### config.mk
export PLATFORM = sky130hd
export DESIGN_NAME = spi_flash_front
export DESIGN_NICKNAME = d
export VERILOG_FILES = /design/src/rtl/sff_pkg.sv /design/src/rtl/sff_pin_cond.sv /design/src/rtl/sff_cmd_engine.sv /design/src/rtl/spi_flash_front.sv
export SDC_FILE = /design/constraint.sdc
export NUM_CORES = 1
export LEC_CHECK = 0
export CAP_MARGIN = 20
export CORE_ASPECT_RATIO = 1.2
export CORE_MARGIN = 3
export CORE_UTILIZATION = 45
export CTS_CLUSTER_SIZE = 16
export DETAILED_ROUTE_END_ITERATION = 10
export PLACE_DENSITY = 0.69
export SYNTH_ARGS = -nofsm -noshare
export SYNTH_HDL_FRONTEND = slang
export SYNTH_HIERARCHICAL = 1
export SYNTH_SLANG_ARGS = --single-unit
export TNS_END_PERCENT = 10
### constraint.sdc
create_clock -name clk -period 2.56 [get_ports clk]
set_input_delay 0.64 -clock clk [delete_from_list [all_inputs] [get_ports clk]]
set_output_delay 0.64 -clock clk [all_outputs]
set_load 0.02 [all_outputs]
### src/rtl/sff_pkg.sv
// Shared types and the command decoder of the serial flash front-end.
// Assumes an 8-bit command byte in which bit 3 carries no meaning.
package sff_pkg;

    typedef enum logic [3:0] {
        OP_BAD, OP_WREN, OP_WRDI, OP_RDSR, OP_WRSR,
        OP_READ, OP_PROG, OP_SERASE, OP_CERASE, OP_RDID
    } op_e;

    typedef enum logic [2:0] {
        S_OPC,   // collecting the command byte
        S_ADDR,  // collecting address bytes
        S_WIN,   // receiving data bytes
        S_ROUT,  // sending bytes
        S_SKIP   // ignoring the rest of the selection
    } st_e;

    localparam logic [7:0] MFR_CODE = 8'h1F;

    // Map a received command byte to an operation; bit 3 is a wildcard.
    function automatic op_e decode_op(input logic [7:0] b);
        op_e r;
        casez (b)
            8'b0000?110: r = OP_WREN;
            8'b0000?100: r = OP_WRDI;
            8'b0000?101: r = OP_RDSR;
            8'b0000?001: r = OP_WRSR;
            8'b0000?011: r = OP_READ;
            8'b0000?010: r = OP_PROG;
            8'b0101?010: r = OP_SERASE;
            8'b0110?010: r = OP_CERASE;
            8'b0001?101: r = OP_RDID;
            default:     r = OP_BAD;
        endcase
        return r;
    endfunction

endpackage

### src/rtl/sff_pin_cond.sv
// Pin conditioning: synchronises the four serial pins into clk, detects
// clock and select edges, and tracks the pause state. Assumes each serial
// clock phase lasts at least four clk cycles. A pause is taken or released
// only while the synchronised serial clock is low.
module sff_pin_cond #(
    parameter int SYNC_STAGES = 2
) (
    input  logic clk,
    input  logic rst_n,
    input  logic cs_n,
    input  logic sck,
    input  logic si,
    input  logic hold_n,
    output logic sel,
    output logic cs_rise,
    output logic rise_ev,
    output logic fall_ev,
    output logic si_s,
    output logic hold_act
);
    localparam int NPIN = 4;
    localparam logic [NPIN-1:0] IDLE = 4'b1001; // hold_n, si, sck, cs_n

    logic [NPIN-1:0] raw;
    logic [SYNC_STAGES-1:0][NPIN-1:0] stage;
    logic [NPIN-1:0] synced;
    logic cs_s, sck_s, hold_s, cs_q, sck_q;

    assign raw    = {hold_n, si, sck, cs_n};
    assign synced = stage[SYNC_STAGES-1];
    assign cs_s   = synced[0];
    assign sck_s  = synced[1];
    assign si_s   = synced[2];
    assign hold_s = synced[3];

    // Synchroniser chain for all pins.
    always_ff @(posedge clk) begin
        if (!rst_n) stage <= {SYNC_STAGES{IDLE}};
        else        stage <= {stage[SYNC_STAGES-2:0], raw};
    end

    // Previous-value registers for edge detection.
    always_ff @(posedge clk) begin
        if (!rst_n) begin
            cs_q  <= 1'b1;
            sck_q <= 1'b0;
        end else begin
            cs_q  <= cs_s;
            sck_q <= sck_s;
        end
    end

    // Pause state, updated only while the serial clock is low.
    always_ff @(posedge clk) begin
        if (!rst_n)      hold_act <= 1'b0;
        else if (cs_s)   hold_act <= 1'b0;
        else if (!sck_s) hold_act <= !hold_s;
    end

    assign sel     = !cs_s;
    assign cs_rise = cs_s && !cs_q;
    assign rise_ev = sel && !hold_act && sck_s && !sck_q;
    assign fall_ev = sel && !hold_act && !sck_s && sck_q;

endmodule

### src/rtl/sff_cmd_engine.sv
// Command engine: shifts bytes in, decodes the command, gathers the
// address, streams bytes out and issues strobes at deselect. Assumes
// events from sff_pin_cond are at least four clk cycles apart, that the
// array answers one clk after mem_rd_en, and 8 < ADDR_W <= 24.
module sff_cmd_engine
    import sff_pkg::*;
#(
    parameter int         ADDR_W   = 17,
    parameter int         PAGE_W   = 8,
    parameter logic [7:0] DEV_CODE = 8'h65
) (
    input  logic              clk,
    input  logic              rst_n,
    input  logic              sel,
    input  logic              cs_rise,
    input  logic              rise_ev,
    input  logic              fall_ev,
    input  logic              si_s,
    input  logic              hold_act,
    input  logic              busy,
    input  logic [7:0]        status_byte,
    input  logic [7:0]        mem_rd_data,
    output logic              mem_rd_en,
    output logic [ADDR_W-1:0] mem_addr,
    output logic              so,
    output logic              so_oe,
    output logic              rx_valid,
    output logic [7:0]        rx_byte,
    output logic [ADDR_W-1:0] rx_addr,
    output logic              cmd_wren,
    output logic              cmd_wrdi,
    output logic              cmd_wrsr,
    output logic              cmd_program,
    output logic              cmd_erase_sector,
    output logic              cmd_erase_chip
);
    localparam logic [ADDR_W-1:0] A_ONE = 1;
    localparam logic [PAGE_W-1:0] P_ONE = 1;

    logic [2:0]        bit_cnt;
    logic [6:0]        shreg;
    logic [7:0]        nb;
    logic              byte_done;
    st_e               state;
    op_e               op, arm, dec;
    logic [1:0]        abyte;
    logic [ADDR_W-1:0] addr, addr_page_nx;
    logic              reload, reload_q;
    logic [1:0]        id_idx;
    logic [7:0]        tx;
    logic              so_bit, out_live;

    assign nb           = {shreg, si_s};
    assign byte_done    = rise_ev && (bit_cnt == 3'd7);
    assign dec          = decode_op(nb);
    assign addr_page_nx = {addr[ADDR_W-1:PAGE_W], addr[PAGE_W-1:0] + P_ONE};
    assign mem_addr     = addr;

    // Input shift register and bit counter; cleared while deselected.
    always_ff @(posedge clk) begin
        if (!rst_n) begin
            bit_cnt <= 3'd0;
            shreg   <= 7'd0;
        end else if (!sel) begin
            bit_cnt <= 3'd0;
        end else if (rise_ev) begin
            shreg   <= nb[6:0];
            bit_cnt <= bit_cnt + 3'd1;
        end
    end

    // Byte-level sequencer: command, address, data in, data out.
    always_ff @(posedge clk) begin
        if (!rst_n) begin
            state     <= S_OPC;
            op        <= OP_BAD;
            arm       <= OP_BAD;
            abyte     <= 2'd0;
            addr      <= '0;
            reload    <= 1'b0;
            mem_rd_en <= 1'b0;
            rx_valid  <= 1'b0;
            rx_byte   <= 8'd0;
            rx_addr   <= '0;
        end else begin
            reload    <= 1'b0;
            mem_rd_en <= 1'b0;
            rx_valid  <= 1'b0;
            if (!sel) begin
                state <= S_OPC;
                op    <= OP_BAD;
                arm   <= OP_BAD;
                abyte <= 2'd0;
            end else begin
                if (reload_q && op == OP_READ) addr <= addr + A_ONE;
                if (byte_done) begin
                    case (state)
                        S_OPC: begin
                            op <= dec;
                            if (dec == OP_BAD || (busy && dec != OP_RDSR)) begin
                                state <= S_SKIP;
                                op    <= OP_BAD;
                            end else begin
                                case (dec)
                                    OP_WREN, OP_WRDI, OP_CERASE: begin
                                        state <= S_SKIP;
                                        arm   <= dec;
                                    end
                                    OP_RDSR, OP_RDID: begin
                                        state  <= S_ROUT;
                                        reload <= 1'b1;
                                    end
                                    OP_WRSR: state <= S_WIN;
                                    default: state <= S_ADDR;
                                endcase
                            end
                        end
                        S_ADDR: begin
                            addr  <= {addr[ADDR_W-9:0], nb};
                            abyte <= abyte + 2'd1;
                            if (abyte == 2'd2) begin
                                case (op)
                                    OP_READ: begin
                                        state     <= S_ROUT;
                                        mem_rd_en <= 1'b1;
                                        reload    <= 1'b1;
                                    end
                                    OP_PROG: state <= S_WIN;
                                    default: begin
                                        state <= S_SKIP;
                                        arm   <= op;
                                    end
                                endcase
                            end
                        end
                        S_WIN: begin
                            rx_valid <= 1'b1;
                            rx_byte  <= nb;
                            rx_addr  <= addr;
                            arm      <= op;
                            if (op == OP_PROG) addr  <= addr_page_nx;
                            else               state <= S_SKIP;
                        end
                        S_ROUT: begin
                            reload <= 1'b1;
                            if (op == OP_READ) mem_rd_en <= 1'b1;
                        end
                        default: ;
                    endcase
                end
            end
        end
    end

    // Output byte loading and falling-edge bit shifting.
    always_ff @(posedge clk) begin
        if (!rst_n) begin
            reload_q <= 1'b0;
            tx       <= 8'd0;
            so_bit   <= 1'b0;
            out_live <= 1'b0;
            id_idx   <= 2'd0;
        end else begin
            reload_q <= reload;
            if (!sel) begin
                out_live <= 1'b0;
                id_idx   <= 2'd0;
            end else if (reload_q) begin
                case (op)
                    OP_READ: tx <= mem_rd_data;
                    OP_RDSR: tx <= status_byte;
                    OP_RDID: tx <= (id_idx == 2'd0) ? MFR_CODE :
                                   (id_idx == 2'd1) ? DEV_CODE : 8'h00;
                    default: tx <= 8'h00;
                endcase
                if (op == OP_RDID && id_idx != 2'd2) id_idx <= id_idx + 2'd1;
            end else if (fall_ev && state == S_ROUT) begin
                so_bit   <= tx[7];
                tx       <= {tx[6:0], 1'b0};
                out_live <= 1'b1;
            end
        end
    end

    // Command strobes, one cycle after deselect, byte-aligned only.
    always_ff @(posedge clk) begin
        if (!rst_n) begin
            {cmd_wren, cmd_wrdi, cmd_wrsr, cmd_program, cmd_erase_sector, cmd_erase_chip} <= 6'd0;
        end else begin
            {cmd_wren, cmd_wrdi, cmd_wrsr, cmd_program, cmd_erase_sector, cmd_erase_chip} <= 6'd0;
            if (cs_rise && bit_cnt == 3'd0) begin
                case (arm)
                    OP_WREN:   cmd_wren         <= 1'b1;
                    OP_WRDI:   cmd_wrdi         <= 1'b1;
                    OP_WRSR:   cmd_wrsr         <= 1'b1;
                    OP_PROG:   cmd_program      <= 1'b1;
                    OP_SERASE: cmd_erase_sector <= 1'b1;
                    OP_CERASE: cmd_erase_chip   <= 1'b1;
                    default: ;
                endcase
            end
        end
    end

    assign so    = so_bit;
    assign so_oe = sel && !hold_act && (state == S_ROUT) && out_live;

endmodule

### src/rtl/spi_flash_front.sv
// Top of the serial flash command front-end: pin conditioning followed by
// the command engine. Assumes clk runs at least eight times the serial
// clock rate.
module spi_flash_front #(
    parameter int         ADDR_W      = 17,
    parameter int         PAGE_W      = 8,
    parameter int         SYNC_STAGES = 2,
    parameter logic [7:0] DEV_CODE    = 8'h65
) (
    input  logic              clk,
    input  logic              rst_n,
    input  logic              cs_n,
    input  logic              sck,
    input  logic              si,
    input  logic              hold_n,
    output logic              so,
    output logic              so_oe,
    input  logic              busy,
    input  logic [7:0]        status_byte,
    output logic              mem_rd_en,
    output logic [ADDR_W-1:0] mem_addr,
    input  logic [7:0]        mem_rd_data,
    output logic              rx_valid,
    output logic [7:0]        rx_byte,
    output logic [ADDR_W-1:0] rx_addr,
    output logic              cmd_wren,
    output logic              cmd_wrdi,
    output logic              cmd_wrsr,
    output logic              cmd_program,
    output logic              cmd_erase_sector,
    output logic              cmd_erase_chip
);
    logic sel, cs_rise, rise_ev, fall_ev, si_s, hold_act;

    sff_pin_cond #(.SYNC_STAGES(SYNC_STAGES)) u_pins (
        .clk(clk), .rst_n(rst_n), .cs_n(cs_n), .sck(sck), .si(si),
        .hold_n(hold_n), .sel(sel), .cs_rise(cs_rise), .rise_ev(rise_ev),
        .fall_ev(fall_ev), .si_s(si_s), .hold_act(hold_act)
    );

    sff_cmd_engine #(.ADDR_W(ADDR_W), .PAGE_W(PAGE_W), .DEV_CODE(DEV_CODE)) u_eng (
        .clk(clk), .rst_n(rst_n), .sel(sel), .cs_rise(cs_rise),
        .rise_ev(rise_ev), .fall_ev(fall_ev), .si_s(si_s), .hold_act(hold_act),
        .busy(busy), .status_byte(status_byte), .mem_rd_data(mem_rd_data),
        .mem_rd_en(mem_rd_en), .mem_addr(mem_addr), .so(so), .so_oe(so_oe),
        .rx_valid(rx_valid), .rx_byte(rx_byte), .rx_addr(rx_addr),
        .cmd_wren(cmd_wren), .cmd_wrdi(cmd_wrdi), .cmd_wrsr(cmd_wrsr),
        .cmd_program(cmd_program), .cmd_erase_sector(cmd_erase_sector),
        .cmd_erase_chip(cmd_erase_chip)
    );

endmodule

Yosys cells after proc, flatten, opt, wreduce, memory -nomap -nowiden --
Index checks and enable logic that the tools add are counted.
Word-level totals: bits in registers 98, logic and storage cells 156, input bits 23, output and inout bits 52
Operators by class: add/subtract/negate cells 5, eq/ne operators 39, mux-type cells 35, reduce and logical (&&, ||, !) cells 44, bitwise operators 4
Operators with widths (number):
- two-way mux 17 bit | 3
- case mux 4 bit (9 select lines) | 1
- case mux 17 bit (2 select lines) | 1
- == test 4 x 3 -> 1 bit (second input constant) | 6
- two-way mux 8 bit | 3
- case mux 8 bit (3 select lines) | 1
- == test 7 x 3 -> 1 bit (second input constant) | 3
- two-way mux 4 bit | 5
- case mux 3 bit (3 select lines) | 2
- adder 17 x 1 -> 17 bit (second input constant) | 1
- == test 4 x 2 -> 1 bit (second input constant) | 4
- == test 4 bit (second input constant) | 4
- AND reduction 2 bit | 8
- == test 7 x 2 -> 1 bit (second input constant) | 2
- == test 7 x 6 -> 1 bit (second input constant) | 2
- logical AND 1 bit | 14
- case mux 4 bit (3 select lines) | 1
- two-way mux 1 bit | 11
- two-way mux 3 bit | 3
- adder 8 x 1 -> 8 bit (second input constant) | 1
- == test 4 x 1 -> 1 bit (second input constant) | 2
- != test 2 bit (second input constant) | 4
- == test 7 x 1 -> 1 bit (second input constant) | 1
- == test 7 x 4 -> 1 bit (second input constant) | 1
- 27 further kinds | 43

Longest topological paths before layout --
Gate-level depths: netlist of the first run.
depth after elaboration 7, mapped depth 8, depth with buffers taken out 7

Modules after synthesis --
Netlist of the first run, hierarchy kept.
Modules (own cells, without submodules):
- sff_cmd_engine | cells each 593, area each 4693.3 um2, times used 1
- sff_pin_cond | cells each 28, area each 335.3 um2, times used 1

Worst setup path before layout of the first run --
No wires, ideal clock.
kind reg-to-output, from register u_pins.stage, in the netlist u_pins/synced[0], to output port so_oe, stages on the path, launching flop included 7, slack 0.094 ns, arrival time 1.826 ns, cell sequence dfxtp_1 inv_1 clkbuf_1 clkbuf_1 buf_1 nand2_1 nor3_1
On the way: longest elaborated chain between the ends 4
Ends and longest elaborated chain:
- start: declaration | RTL line sff_pin_cond.sv:25 | logic [SYNC_STAGES-1:0][NPIN-1:0] stage;
- start signal: assignment | RTL line sff_pin_cond.sv:38 | if (!rst_n) stage <= {SYNC_STAGES{IDLE}};
- start signal: assignment | RTL line sff_pin_cond.sv:39 | else stage <= {stage[SYNC_STAGES-2:0], raw};
- logical NOT 1 bit | RTL line sff_pin_cond.sv:60 | assign sel = !cs_s;
- via sel | RTL line spi_flash_front.sv:33 | logic sel, cs_rise, rise_ev, fall_ev, si_s, hold_act;
- logical AND 1 bit (3 in series) | RTL line sff_cmd_engine.sv:206 | assign so_oe = sel && !hold_act && (state == S_ROUT) && out_live;
- end: declaration | RTL line spi_flash_front.sv:17 | output logic so_oe,
The timed path passes the listed nets, and every way through them passes these cells.

Worst setup path in the final report of the first run --
from register u_eng.state[0], to output port so_oe
On the way: longest elaborated chain between the ends 3
Ends and longest elaborated chain:
- start: declaration | RTL line sff_cmd_engine.sv:44 | st_e state;
- start signal: assignment | RTL line sff_cmd_engine.sv:75 | state <= S_OPC;
- start signal: assignment | RTL line sff_cmd_engine.sv:90 | state <= S_OPC;
- start signal: assignment | RTL line sff_cmd_engine.sv:101 | state <= S_SKIP;
- == test 3 x 2 -> 1 bit | RTL line sff_cmd_engine.sv:206
- logical AND 1 bit (2 in series) | RTL line sff_cmd_engine.sv:206
Every way passes these cells.

==> results of run 1 <==
-- critical path, delay by kind of cell, from the launching register on --
| family | cells | cell delay (ps) |
|---|---|---|
| buffers and inverters | 1 | 640 |
| DFF | 1 | 330 |
| and+or+nand+nor | 3 | 540 |
-- Yosys cell counts, drive strengths merged, types with 3 or more instances --
library cell / instances / area (sq um)
a2bb2oi: 6 / 52.6
or4: 3 / 22.5
dfxtp: 98 / 1960
inv: 16 / 60.1
mux2i: 7 / 70.1
a31oi: 5 / 31.3
o31a: 7 / 61.3
and3: 5 / 31.3
o221ai: 3 / 26.3
a211oi: 3 / 22.5
o211ai: 3 / 22.5
a32oi: 3 / 26.3
o22ai: 6 / 37.5
a22o: 4 / 35.0
ha: 9 / 113
nor4b: 4 / 41.3
and3b: 5 / 43.8
mux2: 3 / 33.8
and2: 10 / 62.6
nand2b: 9 / 58.8
o21a: 4 / 30.0
nor4: 7 / 50.1
a21boi: 8 / 60.1
nor2: 32 / 123
nor3b: 8 / 60.1
nand3: 25 / 130
nor3: 15 / 90.1
xnor2: 7 / 61.3
a21oi: 65 / 333
and4: 3 / 26.3
buf: 21 / 103
nor2b: 6 / 37.5
a222oi: 5 / 50.1
nand3b: 3 / 22.5
o21ai: 18 / 90.1
clkbuf: 24 / 90.1
nand4: 10 / 62.6
a22oi: 7 / 52.6
nand4b: 3 / 26.3
nand2: 107 / 404
-- worst paths after layout --
| check | from | to |
|---|---|---|
| max | u_eng/state[0] | so_oe |
| min | u_pins/stage[3] | u_pins/synced[3] |
| max reg2reg | u_eng/bit_cnt[0] | u_eng/mem_addr[3] |
| min reg2reg | u_pins/stage[3] | u_pins/synced[3] |
-- sequential cells by signal, indices dropped and copies added, names as in the netlist, 2 cells and up --
name            cells
u_eng/rx_addr      17
u_eng/abyte         2
u_eng/op            4
u_eng/bit_cnt       3
u_eng/shreg         7
u_eng/rx_byte       8
u_eng/tx            8
u_eng/id_idx        2
u_eng/arm           4
u_eng/state         3
u_pins/synced       4
u_eng/mem_addr     17
u_pins/stage        4
-- area by class of cell --
type	count	share of cell area (%)
inverter	17	1.01
timing repair buffer	106	15.8
clock buffer	11	3.70
tap	129	2.57
sequential	98	31.2
clock inverter	5	1.01
multi-input combinational	461	44.7
-- cells by family after synthesis --
logic type | Yosys count | synth area share (%)
buffers and inverters | 62 | 5.10
AND/OR/NAND/NOR | 266 | 27.7
AO/OA/AOI/OAI | 167 | 22.3
XOR/XNOR | 9 | 1.57
adder cells (fa/ha/maj) | 9 | 2.24
flip-flops | 98 | 39.0
multiplexers | 10 | 2.07
-- stage by stage --
stage / hold slack (ps) / cell area, sq um / std cells / setup WS (ps)
2_1_floorplan: 386 / 5030 / 621 / 94.3
3_3_place_gp: 390 / 5990 / 811 / 380
3_5_place_dp: 395 / 5990 / 811 / 273
4_1_cts: 412 / 6290 / 827 / 44.3
5_1_grt: 430 / 6290 / 827 / 19.8
6_report: 409 / 6290 / 827 / 80.4
-- report_power, final --
| part | switching, mW | internal (mW) | total (mW) |
|---|---|---|---|
| Sequential | 0.00667 | 1.53 | 1.54 |
| Combinational | 0.0589 | 0.0606 | 0.119 |
| Clock | 0.586 | 0.765 | 1.35 |
| Total | 0.651 | 2.36 | 3.01 |
-- layer usage --
layer	part of all wire, %	routed length, microns	GRT usage [%]
met1	42	6040	28.6
met5	0	0	0
met4	3.0	421	10.7
met3	4.9	703	3.21
met2	50	7060	39.1
==> out/summary.txt, run 1 <==
die span in x - 103 microns
ys flop type - dfxtp_1
GRT Util Overall - 23.1%
Starting Density - 46.9%
DRC - 0
final setup fails - 0
worst min path class - reg -> reg
worst hold path depth - 1
die height - 122 microns
Final Critical Period - 2480 ps
Netlist Area Pre-Place - 5030 sq um
Ports - 75
Mapped Nets - 653
most common cell after layout, fill and taps aside - nand2_1
clock latency on the worst-skew pair - 350 ps
GRT Residual Overflow - 0
number of synthesized flops with an enable pin - 0
clk root buf - clkbuf_16
skew final - 10.1 ps
Final ANT Viol Nets - 0
Yosys warnings - 6
fin util - 58.6%
cts repair resizes - 0
routed vias/inst - 6.03
Max VDD drop - 0.274 mV
Pre-antenna DRT Iters - 7
Synth async-reset ratio - 0%
Layout Nets - 725
worst-path fanout max - 3
Leakage Power - 2.05 nW
Cell Chain, Critical Path - nor2b_1 -> nand2_1 -> nor3_1 -> clkdlybuf4s50_1
Routed wire per std cell - 17.2 microns
Fin Setup TNS - 0 ps
clk sinks - 98
CTS H-tree lvls - 3
RSZ-0062 raised after global routing - false
CTS tree - yes
number of diodes - 0
DR vias - 4,986
Syn Area/Cell - 8.10 sq um
largest net degree at the start of global routing - 41
max_slew headroom - 48.2%
CP Data Required Time - 1920 ps
outcome - completed
initial drt markers - 283
layout cells sized above 1 - 9.17%
crit-path max cell delay - 640 ps
final hold vios - 0
# rows - 41
Yosys reg bits - 98
area grow syn2layout - 25.0%
Register Area - 1960 sq um
Reg clk slew, reported paths - 70 ps
post-synthesis cell type count - 78
CP max stage cell - clkdlybuf4s50_1
nature of the critical path endpoint - primary output
Pwr Total - 3.01 mW
Setup crit start kind - flip-flop
synthesized instance count - 621
worst setup path category - reg -> out
commonest non-fill, non-tap cells in the layout - nand2_1, dfxtp_1, clkdlybuf4s50_1
final-report max-slew violation count - 0
max-cap viol count - 0
register area share after synthesis - 39.0%
port bufs - 74
Final period util - 96.9%
total CTS buffers - 9
initial antenna violation count - 0
path depth of the worst reg2reg path - 9
clock buffer depth - 2
Routed WL - 14,200 microns
vias in the first global route - 4,621
Post-CTS Setup Inserts - 0
Pwr Density - 479 nW/um^2
f_max - 403 MHz
worst path arrival time - 1840 ps
Hold Buf Count CTS - 0
core area - 10,700 sq um
GP Congestion - 0.946
worst slew pin tran - 757 ps
global-route wire length before repair - 23,000 microns
Filler Cells Inserted - 1,000
Multi-input gate area - 2810 sq um
die area - 12,500 sq um
DP Wirelength - 10,200 microns
Worst R2R Setup Slack - 210 ps
Note: power is estimated with default switching activity, not from simulation.
==> run 2, diff against run 1 <==
--- a/config.mk
+++ b/config.mk
@@ -12,6 +12,7 @@
 export CTS_CLUSTER_SIZE = 16
 export DETAILED_ROUTE_END_ITERATION = 10
 export PLACE_DENSITY = 0.69
+export SLEW_MARGIN = 20
 export SYNTH_ARGS = -nofsm -noshare
 export SYNTH_HDL_FRONTEND = slang
 export SYNTH_HIERARCHICAL = 1
==> results of run 2 <==
The final DEF is identical to that of run 1; final timing and power are the same.
